[config.mk]
export PLATFORM = sky130hd
export DESIGN_NAME = pause_tx_seq
export DESIGN_NICKNAME = d
export VERILOG_FILES = /design/src/rtl/pause_tx_pkg.sv /design/src/rtl/pause_req_ctrl.sv /design/src/rtl/pause_hdr_snap.sv /design/src/rtl/pause_byte_emitter.sv /design/src/rtl/pause_tx_seq.sv
export SDC_FILE = /design/constraint.sdc
export NUM_CORES = 1
export LEC_CHECK = 0
export ABC_CLOCK_PERIOD_IN_PS = 2900
export BUFFER_PORTS_ARGS = -buffer_cell sky130_fd_sc_hd__buf_2
export CORE_UTILIZATION = 50
export DETAILED_ROUTE_END_ITERATION = 16
export PLACE_DENSITY = 0.73
export SETUP_SLACK_MARGIN = 0.1
export SYNTH_ARGS = -nofsm -noshare
export SYNTH_HDL_FRONTEND = slang
export SYNTH_SLANG_ARGS = --single-unit
[constraint.sdc]
create_clock -name clk -period 2.9 [get_ports clk]
set_clock_uncertainty 0.15 [all_clocks]
set_input_delay 0.435 -clock clk [delete_from_list [all_inputs] [get_ports clk]]
set_output_delay 0.435 -clock clk [all_outputs]
set_load 0.01 [all_outputs]
[src/rtl/pause_tx_pkg.sv]
package pause_tx_pkg;

   typedef enum logic [1:0] {
      SEQ_IDLE = 2'd0,
      SEQ_STOP = 2'd1,
      SEQ_SEND = 2'd2
   } seq_state_t;

   localparam logic [47:0] CTRL_DST_MAC = 48'h0180_C200_0001;
   localparam logic [15:0] CTRL_ETYPE   = 16'h8808;
   localparam logic [15:0] CTRL_OPCODE  = 16'h0001;
   localparam int          DST_BYTES    = 6;
   localparam int          TYPE_OP_BYTES = 4;

endpackage

[src/rtl/pause_req_ctrl.sv]
module pause_req_ctrl
   import pause_tx_pkg::*;
#(
   parameter int QUEUE_REPEAT = 1
) (
   input  logic       clk,
   input  logic       rst_n,
   input  logic       full_duplex,
   input  logic       pause_req_set,
   input  logic       data_idle,
   input  logic       frame_done,
   output seq_state_t state,
   output logic       stop_active,
   output logic       irq_pulse,
   output logic       snap_en
);

   seq_state_t state_q, state_d;
   logic       queued_q;
   logic       irq_q;
   logic       accept_new;

   assign accept_new = pause_req_set & full_duplex;
   assign snap_en    = (state_q == SEQ_STOP) & data_idle;

   always_comb begin
      state_d = state_q;
      unique case (state_q)
         SEQ_IDLE: if (queued_q || accept_new) state_d = SEQ_STOP;
         SEQ_STOP: if (data_idle) state_d = SEQ_SEND;
         SEQ_SEND: if (frame_done) state_d = SEQ_IDLE;
         default:  state_d = SEQ_IDLE;
      endcase
   end

   always_ff @(posedge clk) begin
      if (!rst_n) begin
         state_q <= SEQ_IDLE;
         irq_q   <= 1'b0;
      end else begin
         state_q <= state_d;
         irq_q   <= snap_en;
      end
   end

   generate
      if (QUEUE_REPEAT != 0) begin : g_queue
         always_ff @(posedge clk) begin
            if (!rst_n) begin
               queued_q <= 1'b0;
            end else if (state_q == SEQ_SEND && accept_new) begin
               queued_q <= 1'b1;
            end else if (state_q == SEQ_IDLE) begin
               queued_q <= 1'b0;
            end
         end
      end else begin : g_no_queue
         assign queued_q = 1'b0;
      end
   endgenerate

   assign state       = state_q;
   assign stop_active = (state_q != SEQ_IDLE);
   assign irq_pulse   = irq_q;

endmodule

[src/rtl/pause_hdr_snap.sv]
module pause_hdr_snap
   import pause_tx_pkg::*;
#(
   parameter int SA_BYTES  = 6,
   parameter int DUR_BYTES = 2,
   localparam int SA_W      = SA_BYTES * 8,
   localparam int DUR_W     = DUR_BYTES * 8,
   localparam int HDR_BYTES = DST_BYTES + SA_BYTES + TYPE_OP_BYTES + DUR_BYTES
) (
   input  logic                   clk,
   input  logic                   rst_n,
   input  logic                   snap_en,
   input  logic [SA_W-1:0]        station_addr,
   input  logic [DUR_W-1:0]       pause_quanta,
   output logic [HDR_BYTES*8-1:0] hdr_flat
);

   localparam int SA_OFS  = DST_BYTES;
   localparam int TO_OFS  = DST_BYTES + SA_BYTES;
   localparam int DUR_OFS = TO_OFS + TYPE_OP_BYTES;

   logic [SA_W-1:0]  sa_q;
   logic [DUR_W-1:0] dur_q;
   logic [31:0]      type_op;

   assign type_op = {CTRL_ETYPE, CTRL_OPCODE};

   always_ff @(posedge clk) begin
      if (!rst_n) begin
         sa_q  <= '0;
         dur_q <= '0;
      end else if (snap_en) begin
         sa_q  <= station_addr;
         dur_q <= pause_quanta;
      end
   end

   generate
      for (genvar i = 0; i < DST_BYTES; i++) begin : g_dst
         assign hdr_flat[(HDR_BYTES-1-i)*8 +: 8] = CTRL_DST_MAC[(DST_BYTES-1-i)*8 +: 8];
      end
      for (genvar i = 0; i < SA_BYTES; i++) begin : g_sa
         assign hdr_flat[(HDR_BYTES-1-SA_OFS-i)*8 +: 8] = sa_q[(SA_BYTES-1-i)*8 +: 8];
      end
      for (genvar i = 0; i < TYPE_OP_BYTES; i++) begin : g_to
         assign hdr_flat[(HDR_BYTES-1-TO_OFS-i)*8 +: 8] = type_op[(TYPE_OP_BYTES-1-i)*8 +: 8];
      end
      for (genvar i = 0; i < DUR_BYTES; i++) begin : g_dur
         assign hdr_flat[(HDR_BYTES-1-DUR_OFS-i)*8 +: 8] = dur_q[(DUR_BYTES-1-i)*8 +: 8];
      end
   endgenerate

endmodule

[src/rtl/pause_byte_emitter.sv]
module pause_byte_emitter #(
   parameter int HDR_BYTES = 18,
   parameter int FRAME_LEN = 60,
   localparam int IDX_W    = (FRAME_LEN > 1) ? $clog2(FRAME_LEN) : 1
) (
   input  logic                   clk,
   input  logic                   rst_n,
   input  logic                   sending,
   input  logic [HDR_BYTES*8-1:0] hdr_flat,
   output logic [7:0]             tx_data,
   output logic                   tx_valid,
   input  logic                   tx_ready,
   output logic                   tx_last,
   output logic                   frame_done
);

   logic [IDX_W-1:0] idx_q;
   logic             beat;

   assign tx_valid   = sending;
   assign tx_last    = sending & (idx_q == IDX_W'(FRAME_LEN - 1));
   assign beat       = sending & tx_ready;
   assign frame_done = beat & tx_last;

   always_ff @(posedge clk) begin
      if (!rst_n) begin
         idx_q <= '0;
      end else if (beat) begin
         idx_q <= tx_last ? '0 : idx_q + 1'b1;
      end
   end

   always_comb begin
      tx_data = 8'h00;
      for (int k = 0; k < HDR_BYTES; k++) begin
         if (idx_q == IDX_W'(k)) tx_data = hdr_flat[(HDR_BYTES-1-k)*8 +: 8];
      end
   end

endmodule

[src/rtl/pause_tx_seq.sv]
module pause_tx_seq
   import pause_tx_pkg::*;
#(
   parameter int SA_BYTES     = 6,
   parameter int DUR_BYTES    = 2,
   parameter int MIN_LEN      = 60,
   parameter int PAD_EN       = 1,
   parameter int QUEUE_REPEAT = 1,
   localparam int SA_W        = SA_BYTES * 8,
   localparam int DUR_W       = DUR_BYTES * 8,
   localparam int HDR_BYTES   = DST_BYTES + SA_BYTES + TYPE_OP_BYTES + DUR_BYTES,
   localparam int FRAME_LEN   = (PAD_EN != 0) ? MIN_LEN : HDR_BYTES
) (
   input  logic             clk,
   input  logic             rst_n,
   input  logic             full_duplex,
   input  logic             pause_req_set,
   input  logic [SA_W-1:0]  station_addr,
   input  logic [DUR_W-1:0] pause_quanta,
   input  logic             data_idle,
   output logic             gstop_req,
   output logic             pause_req_bit,
   output logic             gsc_irq,
   output logic [7:0]       tx_data,
   output logic             tx_valid,
   input  logic             tx_ready,
   output logic             tx_last
);

   generate
      if (SA_BYTES < 1 || DUR_BYTES < 1) begin : g_bad_fields
         $error("pause_tx_seq: field byte counts must be at least one");
      end
      if (PAD_EN != 0 && MIN_LEN < HDR_BYTES) begin : g_bad_len
         $error("pause_tx_seq: MIN_LEN shorter than the control header");
      end
   endgenerate

   seq_state_t             state;
   logic                   stop_active;
   logic                   snap_en;
   logic                   frame_done;
   logic [HDR_BYTES*8-1:0] hdr_flat;

   pause_req_ctrl #(
      .QUEUE_REPEAT(QUEUE_REPEAT)
   ) u_ctrl (
      .clk          (clk),
      .rst_n        (rst_n),
      .full_duplex  (full_duplex),
      .pause_req_set(pause_req_set),
      .data_idle    (data_idle),
      .frame_done   (frame_done),
      .state        (state),
      .stop_active  (stop_active),
      .irq_pulse    (gsc_irq),
      .snap_en      (snap_en)
   );

   pause_hdr_snap #(
      .SA_BYTES (SA_BYTES),
      .DUR_BYTES(DUR_BYTES)
   ) u_snap (
      .clk         (clk),
      .rst_n       (rst_n),
      .snap_en     (snap_en),
      .station_addr(station_addr),
      .pause_quanta(pause_quanta),
      .hdr_flat    (hdr_flat)
   );

   pause_byte_emitter #(
      .HDR_BYTES(HDR_BYTES),
      .FRAME_LEN(FRAME_LEN)
   ) u_emit (
      .clk       (clk),
      .rst_n     (rst_n),
      .sending   (state == SEQ_SEND),
      .hdr_flat  (hdr_flat),
      .tx_data   (tx_data),
      .tx_valid  (tx_valid),
      .tx_ready  (tx_ready),
      .tx_last   (tx_last),
      .frame_done(frame_done)
   );

   assign gstop_req     = stop_active;
   assign pause_req_bit = stop_active;

endmodule

# After elaboration in Yosys (flattened, before gate mapping)
# Cells that the tools add are included.
# word_totals
register_bits,74
input_bits,70
# op_classes
n_addsub,1
eq_ne,23
muxes,25
bitwise_logic,5
reduce_logical,7
# op_table
cell,count
$mux W8,17
$eq A6 B4 Y1 const B,8
$eq A6 B3 Y1 const B,4
$eq A6 B2 Y1 const B,2
$eq A6 B5 Y1 const B,2
$add A6 B1 Y6 const B,1
$eq A6 B1 Y1 const B,1
$eq A6 B6 Y1 const B,1
$logic_not A6 Y1,1
$mux W2,3
$mux W6,1
$pmux W2 S3,1
$and A1 B1 Y1,5
$ne A2 B2 Y1 const B,2
$reduce_bool A2 Y1,2
$mux W1,3
$reduce_and A3 Y1,1
$eq A2 B1 Y1 const B,1
$eq A2 B2 Y1 const B,1
$logic_not A2 Y1,1
$ne A2 B1 Y1 const B,1
$logic_and A1 B1 Y1,1
$logic_or A1 B1 Y1,1

# Longest topological paths before layout
# Gate-level depths: netlist (run 1).
# depth
word_depth,19
mapped_depth,8

# Hierarchy
# Synthesis (run 1) repeated with hierarchy kept, for this count alone.
# unflattened
hier_cells,589
area_unflattened_um2,5087.4
# modules_own_cells
mod,instances,cells_per_inst,area_each_um2
pause_hdr_snap,1,288,3059.2
pause_byte_emitter,1,285,1845.5
pause_req_ctrl,1,14,161.4
pause_tx_seq,1,2,21.3

# Worst setup path before layout (run 1)
# OpenSTA, ideal clock, no wires.
# synth_timing
kind,reg2out
from,reg u_emit.idx_q[0]
to,out tx_data[0]
arrival_time_ns,1.759
setup_slack_ns,0.556
path_stages_with_launch,7
cell_sequence,dfxtp_1 -> inv_1 -> ha_1 -> or4b_4 -> a221oi_2 -> o221ai_2 -> a41oi_2
# synth_between
elab_chain_cells,19
# synth_rtl
item,line_no,source
"start, declared",pause_byte_emitter.sv:17,logic [IDX_W-1:0] idx_q;
"start signal, assigned",pause_byte_emitter.sv:29,idx_q <= tx_last ? '0 : idx_q + 1'b1;
$logic_not A6 Y1,pause_byte_emitter.sv:36,if (idx_q == IDX_W'(k)) tx_data = hdr_flat[(HDR_BYTES-1-k)*8 +: 8];
$mux W1,pause_byte_emitter.sv:36,
$mux W8 (16 in series),pause_byte_emitter.sv:36,
$mux W8 (*),pause_byte_emitter.sv:36,
"end, declared",pause_tx_seq.sv:24,"output logic [7:0] tx_data,"
# Every way passes the cells marked *; elsewhere a longest branch is shown, timed or not.

# Worst setup path in the final report (run 1)
# Ends and elaborated chain as after synthesis.

==> impl_metrics.json, run 1 <==
{
  "ys_async_sr_fraction_pct": 0,
  "fin_crit_ps": 2760,
  "antenna_found_initial": 0,
  "setup_slack_ps": 142,
  "yosysTopAreaCell": "dfxtp_1",
  "dp_hpwl_um": 6610,
  "drc": 0,
  "synth_top_flop_cell": "dfxtp_1",
  "leakage_uw": 0.00176,
  "wl_per_cell_um": 14.6,
  "worst_pin_slew_ps": 625,
  "critPathMaxStageDelay_ps": 480,
  "cts_tree": "yes",
  "yosysMostFrequentCell": "nand2_1",
  "firstDrtPassIters": 5,
  "r2r_slack_ps": 1080,
  "num_vias": 3526,
  "holdBufCountCts": 0,
  "synth_seq_cells": 74,
  "grt_usage_pct": 24.9,
  "cp_top_family": "compound AO/OA/AOI/OAI gates",
  "die_h_um": 88.4,
  "p_per_area_nw_per_um2": 475,
  "io_pins": 83,
  "ant_nets": 0,
  "netlist_instances": 469,
  "overflow": 0,
  "yosysWarnings": 0,
  "num_rows": 31,
  "htree_levels": 3,
  "antenna_cells": 0,
  "outcome": "finished clean",
  "ys_seq_area_share_pct": 39.7,
  "die_x_um": 88.4,
  "routed_wl_um": 9360,
  "ys_types": 58,
  "crit_chain": "inv_2, ha_4, or4b_4, a221oi_2, o221ai_2, a41oi_2, buf_2",
  "grt_first_pass_wirelength_um": 14700,
  "cts_buffer_depth": 2,
  "numCtsBuffers": 9,
  "critPathMaxFanout": 6,
  "layout.nets": 613,
  "cts-root-buf": "clkbuf_8",
  "finalCritPeriodShare_pct": 95.1,
  "port-buffer-count": 82,
  "viasPerCell": 5.48,
  "endpoint_kind": "output pin",
  "area_growth_pct": 22.7,
  "hold_viol_final": 0,
  "setup-violations-final": 0,
  "netlist_area_um2": 3740,
  "final_util_pct": 63.2,
  "ys_top_cells_by_area": "dfxtp_1, nand2_1, a21boi_0",
  "crit_type": "flip-flop to output pin",
  "maxSlewHeadroom_pct": 58.3,
  "synth.net_count": 543,
  "synth_common_cells": "nand2_1, dfxtp_1, a21boi_0",
  "crit_buf_inv": 2,
  "ir_drop_uv": 273,
  "drv_cap": 0,
  "tns_ps": 0,
  "gp_congestion": 0.920,
  "seq_area_um2": 1500,
  "cp_data_arrival_time_ps": 2170,
  "insertion_delay_ps": 350,
  "synth_edf_count": 0,
  "grt_pass1_vias": 3052,
  "required_ps": 2320,
  "first_iter_violations": 342,
  "grt_max_degree": 44,
  "rsz0062_at_grt": "yes",
  "multiInputGateArea_um2": 2120,
  "hold_class": "input pin to flip-flop",
  "core_area_um2": 7250,
  "report.final.slew_viol_count": 0,
  "dieArea_um2": 7820,
  "cts.sinks": 74,
  "synth_top_cell_area_share_pct": 39.7,
  "fmax_mhz": 363,
  "clkSlewWorstSetupHoldPaths_ps": 90,
  "start_util_pct": 51.5,
  "fill_cells": 638,
  "dpl_worst_slack_ps": 332,
  "drive_gt1_share_pct": 26.7,
  "start_kind": "flip-flop",
  "crit_slowest_cell": "or4b_4",
  "avgSynthCellArea_um2": 7.97,
  "finalPower_uw": 2180
}
## what timing repair did
item                       CTS  global route
pin swaps                    3             3
resized for setup           10            19
gates cloned                 0             0
buffers inserted             4             2
setup endpoints to repair    8             8
## tightest hold or removal path, delay by kind of cell
| family | cells | cell delay (ps) |
|---|---|---|
| buf+inv | 1 | 90 |
| compound gates | 1 | 60 |
| simple gates | 1 | 40 |
## cell families (layout without fill, tap and decap cells)
logic type	count (synthesis)	count (layout)	synth area share, %
compound gates	128	128	26.1
xor+xnor	3	3	0.703
fa+ha+maj	4	4	1.34
buf+inv	49	124	5.73
flops	74	74	39.7
simple gates	211	211	26.5
## report_power, final
group / switching (uW) / internal [uW] / leakage [uW]
combinational: 102 / 97.6 / 0.00104
clock: 412 / 492 / 0.000111
sequential: 26.5 / 1050 / 0.000603
total: 540 / 1640 / 0.00176
## routing by layer
layer	GRT usage (%)	routed length, um	vias to the layer above
li1	-	-	1762
met1	34.5	4410	1641
met2	38.1	4300	114
met3	6.62	536	9
met4	7.33	123	0
met5	0	0	-
## path summary, 6_finish.rpt
path / start / endpoint / cells past startpoint
min: station_addr[29] / u_snap.sa_q[29] / 3
min reg2reg: u_snap.sa_q[19] / u_snap.sa_q[19] / 2
max reg2reg: u_ctrl.state[0] / u_snap.sa_q[14] / 5
max: u_emit.idx_q[0] / tx_data[0] / 7
## flip-flops by register name, indices dropped and copies added, names as in the netlist
register	cells
u_snap.sa_q	48
u_snap.dur_q	16
u_emit.idx_q	6
u_ctrl.state	2
u_ctrl.irq_pulse	1
u_ctrl.queued_q	1
## stage by stage
| step | hold WS [ps] | instances | cell area (um^2) |
|---|---|---|---|
| finish | 164 | 643 | 4580 |
| global route | 144 | 643 | 4580 |
| CTS | 153 | 641 | 4500 |
| detailed placement | 308 | 621 | 4220 |
| global placement | 305 | 621 | 4220 |
| floorplan | 288 | 469 | 3740 |
## cell type report
class,count,area share (%)
inverters,9,0.737
clock buffers,9,2.70
well taps,99,2.70
clock inverters,7,2.16
multi-input cells,346,46.3
repair buffers,99,12.8
flip-flops and latches,74,32.6
## placed cells by master, fill, tap and decap left out, types with 4 or more instances in the layout
| cell | n |
|---|---|
| nand2_1 | 148 |
| buf_2 | 82 |
| dfxtp_1 | 68 |
| a21boi_0 | 66 |
| buf_4 | 11 |
| a32oi_1 | 10 |
| nor2_1 | 9 |
| o21ai_0 | 9 |
| nand3_1 | 9 |
| clkbuf_8 | 9 |
| inv_1 | 7 |
| a21o_1 | 6 |
| a21oi_1 | 5 |
| nand2b_1 | 4 |
| and3_1 | 4 |
| a211oi_1 | 4 |
(Power assumes the default switching activity.)
==> run 2, diff against run 1 <==
CORE_UTILIZATION = 54   (was 50)
PLACE_DENSITY = 0.78   (was 0.73)
RECOVER_POWER = 100   (was default)
==> run 2 against run 1 <==
  * The run now ends with capacitance limit, slew limit left
  * Fmax down 0.57%
  * Critical path depth unchanged
  * Routed wire length up 0.87%
  * Largest cell class unchanged
  * Highest routed layer unchanged
==> impl_metrics.json, run 2 (same netlist as run 1, synthesis figures left out) <==
{
  "outcome": "finished with violations",
  "violations": "capacitance limit, slew limit",
  "p_int_uw": 1630,
  "p_clk_share_pct": 40.2,
  "leakage_uw": 0.00171,
  "htree_levels": 3,
  "worst_pin_slew_ps": 1540,
  "first_iter_violations": 181,
  "clkSlewWorstSetupHoldPaths_ps": 80,
  "dp_hpwl_um": 6700,
  "start_util_pct": 57.2,
  "routed_wl_um": 9440,
  "seq_area_um2": 1490,
  "overflow": 0,
  "maxSlewHeadroom_pct": -2.36,
  "report.final.slew_viol_count": 45,
  "core_area_um2": 6530,
  "drive_gt1_share_pct": 23.5,
  "power.switching_uw": 497,
  "fin_crit_ps": 2770,
  "holdPathStages": 3,
  "comb_power_share_pct": 9.2,
  "grt_pass1_vias": 3261,
  "tns_ps": 0,
  "fill_cells": 572,
  "drv_cap": 1,
  "dpl_worst_slack_ps": 260,
  "pwr-share-seq_pct": 50.6,
  "grt_usage_pct": 27.3,
  "top_regs": "u_snap.sa_q: 48 flops, u_snap.dur_q: 16 flops, u_emit.idx_q: 6 flops",
  "viasPerCell": 5.59,
  "io_pins": 83,
  "final_common_cell": "nand2_1",
  "finalCritPeriodShare_pct": 95.6,
  "regMostFlops": "u_snap.sa_q",
  "grt.busiest_layer": "met2",
  "antenna_found_initial": 0,
  "cts.sinks": 74,
  "layout.nets": 614,
  "numPlacedInstances": 602,
  "crit_type": "flip-flop to output pin",
  "grt_max_degree": 45,
  "endpoint_kind": "output pin",
  "layout_common_cells": "nand2_1, buf_2, dfxtp_1",
  "finalPower_uw": 2130,
  "drc": 0,
  "die_x_um": 85.2,
  "wl_per_cell_um": 15.2,
  "grt_first_pass_wirelength_um": 15400,
  "numCtsBuffers": 9,
  "required_ps": 2320,
  "critPathMaxFanout": 4,
  "cp_data_arrival_time_ps": 2190,
  "holdBufCountCts": 0,
  "num_rows": 29,
  "cts-root-buf": "clkbuf_8",
  "dieArea_um2": 7260,
  "hold_viol_final": 0,
  "port-buffer-count": 82,
  "gp_congestion": 0.909,
  "cts_tree": "yes",
  "reg2reg_depth": 5,
  "num_vias": 3478,
  "die_h_um": 85.2,
  "p_sw_share_pct": 23.4,
  "final_cells": 622,
  "ir_drop_uv": 320,
  "setup-violations-final": 0,
  "ant_nets": 0,
  "met1_usage_pct": 35.8,
  "antenna_cells": 0,
  "hold_class": "input pin to flip-flop",
  "rsz0062_at_grt": "yes",
  "p_per_area_nw_per_um2": 473,
  "area_growth_pct": 20.2,
  "setup_slack_ps": 126,
  "r2r_slack_ps": 640,
  "fmax_mhz": 361,
  "multiInputGateArea_um2": 2100,
  "start_kind": "flip-flop",
  "use_met3_pct": 6.23,
  "insertion_delay_ps": 340,
  "cts_buffer_depth": 2,
  "met2_usage_pct": 44.6,
  "firstDrtPassIters": 5,
  "largest_register_ffs": 48
}
==> run 2: layout make-up <==
| class | count | area share, % |
|---|---|---|
| tap | 77 | 2.14 |
| clock buffer | 11 | 2.92 |
| sequential | 74 | 33.2 |
| inverter | 9 | 0.864 |
| timing repair buffer | 100 | 12.3 |
| multi-input combinational | 346 | 46.9 |
| clock inverter | 5 | 1.75 |
==> run 2: power groups by stage <==
stage	sequential [uW]	combinational, uW	clock (uW)
global placement	1100	187	0
finish	1080	196	854
CTS	1080	197	865
detailed placement	1100	193	0
global route	1080	218	909
floorplan	1090	114	0
==> run 2: layer usage <==
layer,part of all wire (%),wire (um)
met3,6.0,562
met5,0,0
met4,1.5,142
met2,47,4420
met1,46,4320
==> run 2: path summary, 6_finish.rpt <==
kind / startpoint / end
worst max register to register: u_ctrl.state[0] / u_snap.sa_q[14]
worst min-delay path: pause_quanta[1] / u_snap.dur_q[1]
worst max-delay path: u_emit.idx_q[1] / tx_data[0]
worst min register to register: u_snap.dur_q[8] / u_snap.dur_q[8]
==> run 2: through the flow <==
stage | instance area (um^2) | hold WS [ps] | utilization [%]
after global placement | 4200 | 300 | 64.3
final | 4490 | 180 | 68.8
after CTS | 4490 | 166 | 68.7
after floorplan | 3740 | 288 | -
after detailed placement | 4200 | 307 | 64.3
after global routing | 4490 | 177 | 68.8
==> run 2: critical path: stages, from the launching register on <==
cell	delay, ps
dfxtp_4	380
inv_4	50
ha_4	150
or4b_4	510
a221oi_2	250
o221ai_2	130
a41oi_2	190
buf_2	170
==> run 2: what timing repair did <==
item	in CTS	in global routing
pin swaps	6	6
setup buffers	3	1
cloned	0	0
resized for setup	16	8
setup endpoints to repair	7	8
